`src/rtl/uart_shell_pkg.sv`:
```
package uart_shell_pkg;

    // byte offsets inside the register window
    localparam int OFF_DATA   = 'h00;
    localparam int OFF_RXSTAT = 'h04;
    localparam int OFF_CTRL   = 'h14;
    localparam int OFF_FLAGS  = 'h18;
    localparam int OFF_IDENT  = 'h1C;

    // bit positions
    localparam int FLAG_TXE  = 7;
    localparam int FLAG_RXE  = 4;
    localparam int IDENT_RX  = 1;
    localparam int IDENT_TX  = 2;
    localparam int CTRL_TXIE = 5;

    typedef enum logic [2:0] {
        SEL_NONE,
        SEL_DATA,
        SEL_CTRL,
        SEL_FLAGS,
        SEL_IDENT
    } reg_sel_e;

endpackage

```
`src/rtl/uart_rx_hold.sv`:
```
module uart_rx_hold #(
    parameter int BYTE_W = 8
) (
    input  logic              clk,
    input  logic              rst_n,
    input  logic              rx_valid,
    input  logic [BYTE_W-1:0] rx_data,
    output logic              rx_ready,
    input  logic              take_byte,
    output logic [BYTE_W-1:0] hold_byte,
    output logic              hold_full
);

    typedef struct packed {
        logic [BYTE_W-1:0] val;
        logic              full;
    } hold_t;

    hold_t s_d, s_q;

    assign rx_ready  = !s_q.full;
    assign hold_byte = s_q.val;
    assign hold_full = s_q.full;

    always_comb begin
        s_d = s_q;
        if (take_byte) begin
            s_d.val  = '0;
            s_d.full = 1'b0;
        end
        // a new byte can only arrive while the slot is free, so it never
        // collides with a take of a real byte
        if (rx_valid && rx_ready) begin
            s_d.val  = rx_data;
            s_d.full = 1'b1;
        end
    end

    always_ff @(posedge clk or negedge rst_n) begin
        if (!rst_n) s_q <= '0;
        else        s_q <= s_d;
    end

endmodule

```
`src/rtl/uart_ctl_tx.sv`:
```
module uart_ctl_tx #(
    parameter int DATA_W = 32,
    parameter int CTRL_W = 8,
    parameter int BYTE_W = 8
) (
    input  logic              clk,
    input  logic              rst_n,
    input  logic              wr_ctrl,
    input  logic              wr_txd,
    input  logic [DATA_W-1:0] wdata,
    output logic [CTRL_W-1:0] ctrl_val,
    output logic              tx_int,
    output logic              tx_strobe,
    output logic [BYTE_W-1:0] tx_data
);

    typedef struct packed {
        logic [CTRL_W-1:0] ctrl;
        logic              txi;
        logic              strobe;
        logic [BYTE_W-1:0] txd;
    } ctl_t;

    ctl_t s_d, s_q;

    assign ctrl_val  = s_q.ctrl;
    assign tx_int    = s_q.txi;
    assign tx_strobe = s_q.strobe;
    assign tx_data   = s_q.txd;

    always_comb begin
        s_d        = s_q;
        s_d.strobe = 1'b0;
        if (wr_ctrl) begin
            s_d.ctrl = wdata[CTRL_W-1:0];
            s_d.txi  = wdata[uart_shell_pkg::CTRL_TXIE];
        end
        if (wr_txd) begin
            s_d.strobe = 1'b1;
            s_d.txd    = wdata[BYTE_W-1:0];
        end
    end

    always_ff @(posedge clk or negedge rst_n) begin
        if (!rst_n) s_q <= '0;
        else        s_q <= s_d;
    end

endmodule

```
`src/rtl/uart_rd_path.sv`:
```
module uart_rd_path #(
    parameter int DATA_W = 32,
    parameter int CTRL_W = 8,
    parameter int BYTE_W = 8
) (
    input  logic                     clk,
    input  logic                     rst_n,
    input  logic                     rd_en,
    input  uart_shell_pkg::reg_sel_e sel,
    input  logic [BYTE_W-1:0]        hold_byte,
    input  logic                     hold_full,
    input  logic [CTRL_W-1:0]        ctrl_val,
    input  logic                     tx_int,
    output logic [DATA_W-1:0]        rdata
);
    import uart_shell_pkg::*;

    typedef struct packed {
        logic [DATA_W-1:0] word;
    } rd_t;

    rd_t s_d, s_q;
    logic [DATA_W-1:0] mux_val;

    assign rdata = s_q.word;

    always_comb begin
        mux_val = '0;
        case (sel)
            SEL_DATA:  mux_val[BYTE_W-1:0] = hold_byte;
            SEL_CTRL:  mux_val[CTRL_W-1:0] = ctrl_val;
            SEL_FLAGS: begin
                mux_val[FLAG_TXE] = 1'b1;
                mux_val[FLAG_RXE] = !hold_full;
            end
            SEL_IDENT: begin
                mux_val[IDENT_RX] = hold_full;
                mux_val[IDENT_TX] = tx_int;
            end
            default:   mux_val = '0;
        endcase
        s_d.word = rd_en ? mux_val : '0;
    end

    always_ff @(posedge clk or negedge rst_n) begin
        if (!rst_n) s_q <= '0;
        else        s_q <= s_d;
    end

endmodule

```
`src/rtl/uart_reg_shell.sv`:
```
module uart_reg_shell #(
    parameter int ADDR_W = 5,
    parameter int DATA_W = 32,
    parameter int BYTE_W = 8,
    parameter int CTRL_W = 8
) (
    input  logic              clk,
    input  logic              rst_n,
    input  logic [ADDR_W-1:0] bus_addr,
    input  logic              bus_wr,
    input  logic [DATA_W-1:0] bus_wdata,
    input  logic              bus_rd,
    output logic [DATA_W-1:0] bus_rdata,
    input  logic              rx_valid,
    input  logic [BYTE_W-1:0] rx_data,
    output logic              rx_ready,
    output logic              tx_strobe,
    output logic [BYTE_W-1:0] tx_data,
    output logic              irq_rx,
    output logic              irq_tx
);
    import uart_shell_pkg::*;

    localparam logic [ADDR_W-1:0] A_DATA  = ADDR_W'(OFF_DATA);
    localparam logic [ADDR_W-1:0] A_CTRL  = ADDR_W'(OFF_CTRL);
    localparam logic [ADDR_W-1:0] A_FLAGS = ADDR_W'(OFF_FLAGS);
    localparam logic [ADDR_W-1:0] A_IDENT = ADDR_W'(OFF_IDENT);

    reg_sel_e          sel;
    logic              take_byte;
    logic              wr_ctrl;
    logic              wr_txd;
    logic [BYTE_W-1:0] hold_byte;
    logic              hold_full;
    logic [CTRL_W-1:0] ctrl_val;
    logic              tx_int;

    always_comb begin
        case (bus_addr)
            A_DATA:  sel = SEL_DATA;
            A_CTRL:  sel = SEL_CTRL;
            A_FLAGS: sel = SEL_FLAGS;
            A_IDENT: sel = SEL_IDENT;
            default: sel = SEL_NONE;
        endcase
    end

    assign take_byte = bus_rd && (sel == SEL_DATA);
    assign wr_ctrl   = bus_wr && (sel == SEL_CTRL);
    assign wr_txd    = bus_wr && (sel == SEL_DATA);

    uart_rx_hold #(.BYTE_W(BYTE_W)) i_rx_hold (
        .clk       (clk),
        .rst_n     (rst_n),
        .rx_valid  (rx_valid),
        .rx_data   (rx_data),
        .rx_ready  (rx_ready),
        .take_byte (take_byte),
        .hold_byte (hold_byte),
        .hold_full (hold_full)
    );

    uart_ctl_tx #(.DATA_W(DATA_W), .CTRL_W(CTRL_W), .BYTE_W(BYTE_W)) i_ctl_tx (
        .clk       (clk),
        .rst_n     (rst_n),
        .wr_ctrl   (wr_ctrl),
        .wr_txd    (wr_txd),
        .wdata     (bus_wdata),
        .ctrl_val  (ctrl_val),
        .tx_int    (tx_int),
        .tx_strobe (tx_strobe),
        .tx_data   (tx_data)
    );

    uart_rd_path #(.DATA_W(DATA_W), .CTRL_W(CTRL_W), .BYTE_W(BYTE_W)) i_rd_path (
        .clk       (clk),
        .rst_n     (rst_n),
        .rd_en     (bus_rd),
        .sel       (sel),
        .hold_byte (hold_byte),
        .hold_full (hold_full),
        .ctrl_val  (ctrl_val),
        .tx_int    (tx_int),
        .rdata     (bus_rdata)
    );

    assign irq_rx = hold_full;
    assign irq_tx = tx_int;

endmodule

```
`config.mk`:
```
export PLATFORM = sky130hd
export DESIGN_NAME = uart_reg_shell
export DESIGN_NICKNAME = d
export VERILOG_FILES = /design/src/rtl/uart_shell_pkg.sv /design/src/rtl/uart_rx_hold.sv /design/src/rtl/uart_ctl_tx.sv /design/src/rtl/uart_rd_path.sv /design/src/rtl/uart_reg_shell.sv
export SDC_FILE = /design/constraint.sdc
export NUM_CORES = 1
export LEC_CHECK = 0
export ABC_AREA = 1
export BUFFER_PORTS_ARGS = -buffer_cell sky130_fd_sc_hd__clkbuf_2
export CAP_MARGIN = 40
export CORE_ASPECT_RATIO = 1.4
export CORE_MARGIN = 5
export CORE_UTILIZATION = 47
export CTS_CLUSTER_SIZE = 40
export DETAILED_ROUTE_END_ITERATION = 10
export PLACE_DENSITY = 0.83
export SLEW_MARGIN = 10
export SYNTH_ARGS = -nofsm -noshare
export SYNTH_HDL_FRONTEND = slang
export SYNTH_SLANG_ARGS = --single-unit
```
`constraint.sdc`:
```
create_clock -name clk -period 1.5 [get_ports clk]
set_input_delay 0.15 -clock clk [delete_from_list [all_inputs] [get_ports clk]]
set_output_delay 0.15 -clock clk [all_outputs]
set_load 0.02 [all_outputs]
```
==> metrics, run 1 <==
Layout Utilization 0.572; Worst Setup Path Type reg2reg; Post-synth EDFFs 0; global-route wire length before repair 5660 um; 1st-pass router iterations 4; PD cells 1290 mW/mm^2; FF-to-FF setup slack 0.33 ns; register bit total from synthesis 34; Hold Buf Count CTS 1; area of placed instances 0.00185 mm^2; Detail Placement HPWL 2740 um; drt wl/cell 12.8 um; worst path required time 1.70 ns; Final Cycle Share 0.781; maximum vdd drop 0.000873 V; RePlAce Congestion 0.899; synth warn 0; R2R cell count 5; input/output buffers 45; Yosys top cell by area dfrtp_1; largest net degree at the start of global routing 30; flip-flop and latch area 851 um^2; status finished clean; multi-input logic area 657 um^2; final hold violations 0; Fin Setup TNS 0 ns; Post-Syn Instances 185; async set-or-reset flop fraction in the synthesized netlist 1.00; peak per-stage delay on the critical path 0.40 ns; Synth top area share 0.507; Remaining DRCs 0; Initial Util 0.492; worst r2r src i_rx_hold.hold_full; clk_skew 0.00722 ns; Yosys cell types 18; synth top area cells dfrtp_1, nand2_1, buf_4; most common cell after layout, fill and taps aside nand2_1; Area Growth Syn to Fin 16.2%; Via density 4.83; clk root buf clkbuf_8; starting DRC count in detailed routing 30; origin of the worst setup path i_rx_hold.hold_full; CP Capture Type register; clk sinks 34; GRT Overall Usage 0.159; Reg clk slew, reported paths 0.07 ns; Levels on crit path 5; Die W 60.5 um; WL final 3540 um; post_cts resized 0; antenna violations before repair 0; core area 0.00341 mm^2; slowest cell on the critical path dfrtp_1; vias in the first global route 1312; Worst Hold Class in2reg; most frequent cells in the layout nand2_1, clkbuf_2, dfrtp_1, conb_1, o21ai_0; Synth Flop Type dfrtp_1; worst-path fanout max 8; postcts setup bufs 0; syn avg cell area 9.08 um^2; post-synthesis sequential area ratio 0.507; Slew Viols, Final 0; CP Data Arrival Time 1.37 ns; I/O Pins 94; cts bufs inserted 5; cells along the critical path inv_1, nand2_1, inv_1, nand2_1, o21ai_0; Leak 0.00110 uW; DR vias 1333; Largest delay share family, worst path flip-flops; Worst-Skew Late Latency 0.29 ns; reg-to-reg endpoint i_rx_hold.hold_byte[3]; die span in y 80.7 um; antenna cells 0; critical path capture point i_rx_hold.hold_byte[3]; # Max-Cap Violations 0; H-tree lvl count 2; layout cell share with drive strength beyond 1 0.280; # fillers 343; CP bufs+invs 2; Post-layout nets 285; fin area 0.00195 mm^2; post-route ant nets 0; fmax 854 MHz; synthesized area 0.00168 mm^2; final setup fails 0; clk buf depth 2; floorplan row count 25; CP startpoint kind register; grt total ovfl 0; die area 0.00488 mm^2; min Tclk post-route 1.17 ns; RSZ-0062 raised after global routing false; TritonCTS clock tree yes
## stage by stage
step	instances	power (uW)	hold WS (ns)	setup slack, ns
floorplan	208	1670	-0.146	0.297
global placement	267	1820	-0.0175	0.319
detailed placement	267	1850	-0.0162	0.284
CTS	276	2540	0.0632	0.337
global route	276	2690	0.0695	0.201
finish	276	2510	0.0640	0.329
## layout make-up
class / count / area share
multi-input cells: 132 / 0.337
clock buffers: 7 / 0.0442
well taps: 40 / 0.0256
repair buffers: 48 / 0.128
clock inverters: 1 / 0.00256
flip-flops and latches: 34 / 0.436
inverters: 14 / 0.0269
## routing by layer
metal	share of wire	routed length, um	vias to the layer above	track usage
met3	0.090	318	7	0.0514
met2	0.53	1860	50	0.269
met1	0.36	1290	616	0.178
met5	0	0	-	0
met4	0.020	70	0	0.0738
li1	-	-	660	-
## logic make-up after synthesis
family	synth area share
other	0.00223
and+or+nand+nor	0.258
DFF	0.507
AOI/OAI and AO/OA	0.0797
buffers and inverters	0.153
## sequential cells by signal (all words and copies together) (netlist names)
signal and count:
i_ctl_tx.ctrl_val 8, i_rx_hold.hold_byte 8, i_ctl_tx.tx_strobe 1, i_rx_hold.hold_full 1, i_ctl_tx.tx_data 8, i_rd_path.rdata 8
## synth_stat cells (2+ instances only)
cell / number
buf_2: 2
buf_4: 24
dfrtp_1: 34
inv_1: 11
inv_2: 3
nand2_1: 55
nand3_1: 9
nand3_4: 2
nand4_1: 11
nor2_4: 5
o21ai_0: 13
o21ai_1: 7
o22ai_1: 4
## power by group
part / switching [uW] / internal (uW)
clock: 315 / 370
combinational: 429 / 186
sequential: 97.9 / 1120
## tightest hold or removal path: stages
cell      delay (ns)
clkbuf_2        0.07
nand2_1         0.04
nand2_1         0.05
## worst min path at each step
stage | from | endpoint | depth (start not counted)
global placement | rst_n | i_ctl_tx.tx_strobe | 1
CTS | rx_data[1] | i_rx_hold.hold_byte[1] | 3
floorplan | rst_n | i_ctl_tx.ctrl_val[0] | 0
global route | rx_data[1] | i_rx_hold.hold_byte[1] | 3
detailed placement | rst_n | i_ctl_tx.tx_strobe | 1
finish | rx_data[1] | i_rx_hold.hold_byte[1] | 3
No activity file was read; power rests on OpenSTA's default activity.
==> inputs of run 2 (changes only) <==
--- a/config.mk
+++ b/config.mk
@@ -10,10 +10,10 @@
 export CAP_MARGIN = 40
 export CORE_ASPECT_RATIO = 1.4
 export CORE_MARGIN = 5
-export CORE_UTILIZATION = 47
+export CORE_UTILIZATION = 44
 export CTS_CLUSTER_SIZE = 40
 export DETAILED_ROUTE_END_ITERATION = 10
-export PLACE_DENSITY = 0.83
+export PLACE_DENSITY = 0.79
 export SLEW_MARGIN = 10
 export SYNTH_ARGS = -nofsm -noshare
 export SYNTH_HDL_FRONTEND = slang
==> constraint.sdc (replaced) <==
create_clock -name clk -period 1.2 [get_ports clk]
set_input_delay 0.12 -clock clk [delete_from_list [all_inputs] [get_ports clk]]
set_output_delay 0.12 -clock clk [all_outputs]
set_load 0.02 [all_outputs]
==> run 2 against run 1 <==
  * Highest routed layer unchanged
  * Die area grew 5.8%
  * Setup slack got worse by 0.28 ns
  * Global-route usage shrank 2.1 points
  * Sequential share of layout area down 0.36 points
  * Sequential power rose by 26%
  * Register-to-register slack lost 0.15 ns
  * Core utilization fell by 3.7 points
  * Cell count rose by 1.4%
  * Clock skew grew 0.0027 ns
  * Clock-buffer cell count fell by 1
  * Clock power rose by 16%
  * Power increased by 24%
==> metrics, run 2 (synthesized netlist as in run 1, its figures left out) <==
status finished clean (unchanged); R2R cell count 4 (was 5); min Tclk post-route 1.15 ns; Initial Util 0.457 (was 0.492); CP bufs+invs 3 (was 2); worst r2r src i_rx_hold.hold_full (unchanged); largest net degree at the start of global routing 35 (was 30); final hold violations 0 (unchanged); TritonCTS clock tree yes (unchanged); reg-to-reg endpoint i_rx_hold.hold_byte[0] (was i_rx_hold.hold_byte[3]); DP Worst Slack 0.0572 ns (was 0.284 ns); floorplan row count 26 (was 25); Reg clk slew, reported paths 0.07 ns (about the same); postcts setup bufs 0 (unchanged); cts bufs inserted 5 (unchanged); post-route ant nets 0 (unchanged); most frequent cells in the layout nand2_1, clkbuf_2, dfrtp_1, conb_1, o21ai_0 (unchanged); core area 0.00368 mm^2 (was 0.00341 mm^2); antenna violations before repair 0 (unchanged); Worst Setup Path Type reg2out (was reg2reg); Worst-Skew Late Latency 0.29 ns (about the same); worst-path fanout max 3 (was 8); Die W 62.2 um (was 60.5 um); most common cell after layout, fill and taps aside nand2_1 (unchanged); maximum vdd drop 0.000986 V (was 0.000873 V); die span in y 83.1 um (was 80.7 um); Fin Setup TNS 0 ns (unchanged); Remaining DRCs 0 (unchanged); vias in the first global route 1344 (was 1312); hold path cells 3 (unchanged); starting DRC count in detailed routing 24 (was 30); WHS 0.0346 ns (was 0.0640 ns); clk sinks 34 (unchanged); WL final 3410 um (was 3540 um); die area 0.00517 mm^2 (was 0.00488 mm^2); final setup fails 0 (unchanged); Post-layout nets 288 (was 285); clk buf depth 2 (unchanged); GRT Overall Usage 0.138 (was 0.159); Final WS setup 0.0456 ns (was 0.329 ns); Hold EP i_rx_hold.hold_byte[2] (was i_rx_hold.hold_byte[1]); grt total ovfl 0 (unchanged); Worst Hold Class in2reg (unchanged); Final Cycle Share 0.962; DR vias 1335 (was 1333); CP startpoint kind register (unchanged); RePlAce Congestion 0.862 (was 0.899); input/output buffers 45 (unchanged); slowest cell on the critical path dfrtp_1 (unchanged); antenna cells 0 (unchanged); worst path required time 1.08 ns (was 1.70 ns); 1st-pass router iterations 4 (unchanged); Area Growth Syn to Fin 17.2% (was 16.2%); Detail Placement HPWL 2680 um (was 2740 um); global-route wire length before repair 5950 um (was 5660 um); CP Data Arrival Time 1.03 ns (was 1.37 ns); fmax 866 MHz; H-tree lvl count 2 (unchanged); drt wl/cell 12.2 um (was 12.8 um); clk_skew 0.00987 ns (was 0.00722 ns); Slew Viols, Final 0 (unchanged); PD cells 1580 mW/mm^2 (was 1290 mW/mm^2); CP Capture Type output pin (was register); Largest delay share family, worst path flip-flops (unchanged); I/O Pins 94 (unchanged); # Max-Cap Violations 0 (unchanged); layout cell share with drive strength beyond 1 0.298 (was 0.280); Leak 0.00110 uW (about the same); clk root buf clkbuf_8 (unchanged); peak per-stage delay on the critical path 0.41 ns (was 0.40 ns); FF-to-FF setup slack 0.18 ns (was 0.33 ns); Via density 4.77 (was 4.83); RSZ-0062 raised after global routing false (unchanged); cells along the critical path inv_2, buf_4, buf_2 (was inv_1, nand2_1, inv_1, nand2_1, o21ai_0); hold path startpoint rx_data[2] (was rx_data[1])
run 2: cell types whose count changed in the layout (fill, tap and decap cells not counted), sizes merged:
cell / change
buf: +4
clkbuf: -2
clkinv: -1
clkinvlp: +1
run 2: cell type report:
cell class,instances,area [um^2]
clock buffer,6,72.6
multi-input combinational,132,659
sequential,34,851
clock inverter,1,7.51
inverter,14,52.6
fill,360,1710
timing repair buffer,51,273
tap,42,52.6
run 2: routing by layer:
metal / GRT usage / vias to the layer above / wire (um)
met4: 0.0493 / 0 / 56
met3: 0.0527 / 7 / 329
met2: 0.235 / 49 / 1780
met5: 0 / - / 0
li1: - / 662 / -
met1: 0.154 / 617 / 1240
run 2: worst max path at each step:
| stage | from | endpoint | slack [ns] | cells after the start |
|---|---|---|---|---|
| after floorplan | i_rx_hold.hold_full | i_rx_hold.hold_byte[0] | 0.08 | 5 |
| after global placement | bus_addr[1] | i_ctl_tx.ctrl_val[5] | 0.1 | 6 |
| after detailed placement | bus_addr[1] | i_ctl_tx.ctrl_val[5] | 0.06 | 6 |
| after CTS | i_rx_hold.hold_full | rx_ready | 0.04 | 3 |
| after global routing | i_rx_hold.hold_full | rx_ready | 0.006 | 3 |
| final | i_rx_hold.hold_full | rx_ready | 0.05 | 3 |
run 2: power breakdown:
part | leakage, uW | internal [uW] | switching [uW]
combinational | 0.000616 | 259 | 546
clock | 0.0000373 | 397 | 396
sequential | 0.000444 | 1390 | 125
run 2: worst reg2reg max path: cells and delay by family (launching register included):
kind                   cells  cell delay, ns
and+or+nand+nor            2            0.25
DFF                        1            0.39
AOI/OAI and AO/OA          1            0.22
buffers and inverters      1            0.05
run 2: stage by stage:
step / util / area, um^2 / std cells / power [uW]
6_report: 0.535 / 1970 / 280 / 3120
5_1_grt: 0.535 / 1970 / 280 / 3310
4_1_cts: 0.535 / 1970 / 280 / 3140
3_5_place_dp: 0.510 / 1880 / 272 / 2350
3_3_place_gp: 0.510 / 1880 / 272 / 2320
2_1_floorplan: - / 1770 / 208 / 2090
run 2: timing repair:
item                                   4_1_cts  5_1_grt
setup endpoints to repair                    0        4
endpoints found under the hold margin       34        0
resized for setup                            0        3
hold buffers                                 1        0
==> inputs of run 3 (changes only) <==
==> constraint.sdc (replaced) <==
create_clock -name clk -period 1.2 [get_ports clk]
set_input_delay 0.12 -clock clk [delete_from_list [all_inputs] [get_ports clk]]
set_output_delay 0.12 -clock clk [all_outputs]
set_load 0.01 [all_outputs]
==> run 3 against run 2 <==
  * Hold slack better by 0.0034 ns
  * Sequential cell count unchanged
  * Largest cell class unchanged
  * Largest power group unchanged
  * Sequential power about the same
  * Cell area up 1.7%
  * Sequential share of layout area down 0.73 points
  * Clock skew down 0.0061 ns
  * Non-clock buffer count unchanged
  * Power down 0.82%
==> metrics, run 3 (synthesized netlist as in run 1, its figures left out) <==
most frequent cells in the layout nand2_1, clkbuf_2, dfrtp_1, conb_1, o21ai_0 (unchanged); floorplan row count 26 (unchanged); CP startpoint kind register (unchanged); Remaining DRCs 0 (unchanged); slowest cell on the critical path dfrtp_1 (unchanged); final setup fails 0 (unchanged); clk_skew 0.00379 ns (was 0.00987 ns); cells along the critical path inv_1, buf_4, clkbuf_2 (was inv_2, buf_4, buf_2); fin area 0.00200 mm^2 (was 0.00197 mm^2); CP Capture Type output pin (unchanged); clk root buf clkbuf_8 (unchanged); starting DRC count in detailed routing 44 (was 24); TritonCTS clock tree yes (unchanged); DR vias 1367 (was 1335); CP bufs+invs 3 (unchanged); maximum vdd drop 0.000869 V (was 0.000986 V); post-route ant nets 0 (unchanged); Post-layout nets 288 (unchanged); input/output buffers 45 (unchanged); core area 0.00368 mm^2 (unchanged); die area 0.00517 mm^2 (unchanged); Fin Setup TNS 0 ns (unchanged); RePlAce Congestion 0.886 (was 0.862); most common cell after layout, fill and taps aside nand2_1 (unchanged); Leak 0.00112 uW (was 0.00110 uW); global-route wire length before repair 6000 um (was 5950 um); fmax 877 MHz (was 866 MHz); # Max-Cap Violations 0 (unchanged); hold path cells 3 (unchanged); Final Cycle Share 0.950 (was 0.962); die span in y 83.1 um (unchanged); GRT Overall Usage 0.143 (was 0.138); postcts setup bufs 0 (unchanged); final hold violations 0 (unchanged); CP Data Arrival Time 1.02 ns (was 1.03 ns); worst path required time 1.08 ns (about the same); Area Growth Syn to Fin 19.2% (was 17.2%); Largest delay share family, worst path flip-flops (unchanged); Die W 62.2 um (unchanged); PD cells 1540 mW/mm^2 (was 1580 mW/mm^2); peak per-stage delay on the critical path 0.41 ns (about the same); Initial Util 0.457 (unchanged); Detail Placement HPWL 2810 um (was 2680 um); cts bufs inserted 5 (unchanged); H-tree lvl count 2 (unchanged); antenna cells 0 (unchanged); status finished clean (unchanged); drt wl/cell 12.6 um (was 12.2 um); antenna violations before repair 0 (unchanged); min Tclk post-route 1.14 ns (was 1.15 ns); Worst-Skew Late Latency 0.28 ns (was 0.29 ns); WHS 0.0379 ns (was 0.0346 ns); clk buf depth 2 (unchanged); Slew Viols, Final 0 (unchanged); WL final 3540 um (was 3410 um); Via density 4.86 (was 4.77); R2R cell count 4 (unchanged); vias in the first global route 1359 (was 1344); largest net degree at the start of global routing 22 (was 35); Worst Hold Class in2reg (unchanged); worst-path fanout max 3 (unchanged); grt total ovfl 0 (unchanged); clk sinks 34 (unchanged); I/O Pins 94 (unchanged); Worst Setup Path Type reg2out (unchanged); Levels on crit path 3 (unchanged); 1st-pass router iterations 4 (unchanged); RSZ-0062 raised after global routing false (unchanged); layout cell share with drive strength beyond 1 0.293 (was 0.298); Reg clk slew, reported paths 0.07 ns (about the same); area of placed instances 0.00190 mm^2 (was 0.00188 mm^2); Layout Utilization 0.545 (was 0.535)
==> run 3: cell count changes in the layout (fill, tap and decap cells not counted), sizes merged <==
cell	before	now
clkinvlp	1	0
clkinv	0	1
buf	6	5
clkbuf	50	52
==> run 3: power by group <==
| part | total [uW] | internal (uW) | switching, uW |
|---|---|---|---|
| Combinational | 712 | 273 | 439 |
| Sequential | 1530 | 1400 | 132 |
| Clock | 854 | 462 | 391 |
==> run 3: routing by layer <==
| metal | part of all wire | vias up | wire, um | track usage |
|---|---|---|---|---|
| met5 | 0 | - | 0 | 0 |
| met4 | 0.015 | 0 | 53 | 0.0552 |
| met3 | 0.080 | 5 | 284 | 0.0568 |
| met2 | 0.55 | 48 | 1930 | 0.249 |
| met1 | 0.36 | 655 | 1270 | 0.151 |
| li1 | - | 659 | - | - |
==> run 3: path summary, 6_finish.rpt <==
| check | start | end | slack [ns] |
|---|---|---|---|
| max | i_rx_hold.hold_full | rx_ready | 0.06 |
| min in group asynchronous | rst_n | i_rx_hold.hold_byte[4] | 0.30 |
| max reg2reg | i_rx_hold.hold_full | i_rx_hold.hold_byte[0] | 0.18 |
| max in group asynchronous | rst_n | i_rd_path.rdata[3] | 0.47 |
| min reg2reg | i_ctl_tx.ctrl_val[3] | i_ctl_tx.ctrl_val[3] | 0.48 |
| min | rx_data[2] | i_rx_hold.hold_byte[2] | 0.04 |
==> run 3: what timing repair did <==
| action | CTS | global route |
|---|---|---|
| hold buffers | 1 | 0 |
| resized for setup | 0 | 1 |
| setup endpoints to repair | 0 | 1 |
| endpoints found under the hold margin | 13 | 0 |
==> run 3: cell type report <==
type / instances / area [um^2]
clock buffers: 7 / 86.3
clock inverters: 1 / 5.00
fillers: 364 / 1670
inverters: 14 / 52.6
multi-input cells: 132 / 657
flip-flops and latches: 34 / 851
well taps: 42 / 52.6
repair buffers: 51 / 298
==> run 3: metrics by stage <==
stage,instances,total power (uW),setup slack (ns)
floorplan,208,1980,0.143
global placement,272,2230,0.119
detailed placement,272,2260,0.0938
CTS,281,3130,0.0451
global route,281,3310,0.00721
finish,281,3090,0.0602
==> run 3: tightest hold or removal path, stage by stage <==
cell and delay (ns):
clkbuf_2 0.07, nand2_1 0.04, nand2_1 0.05
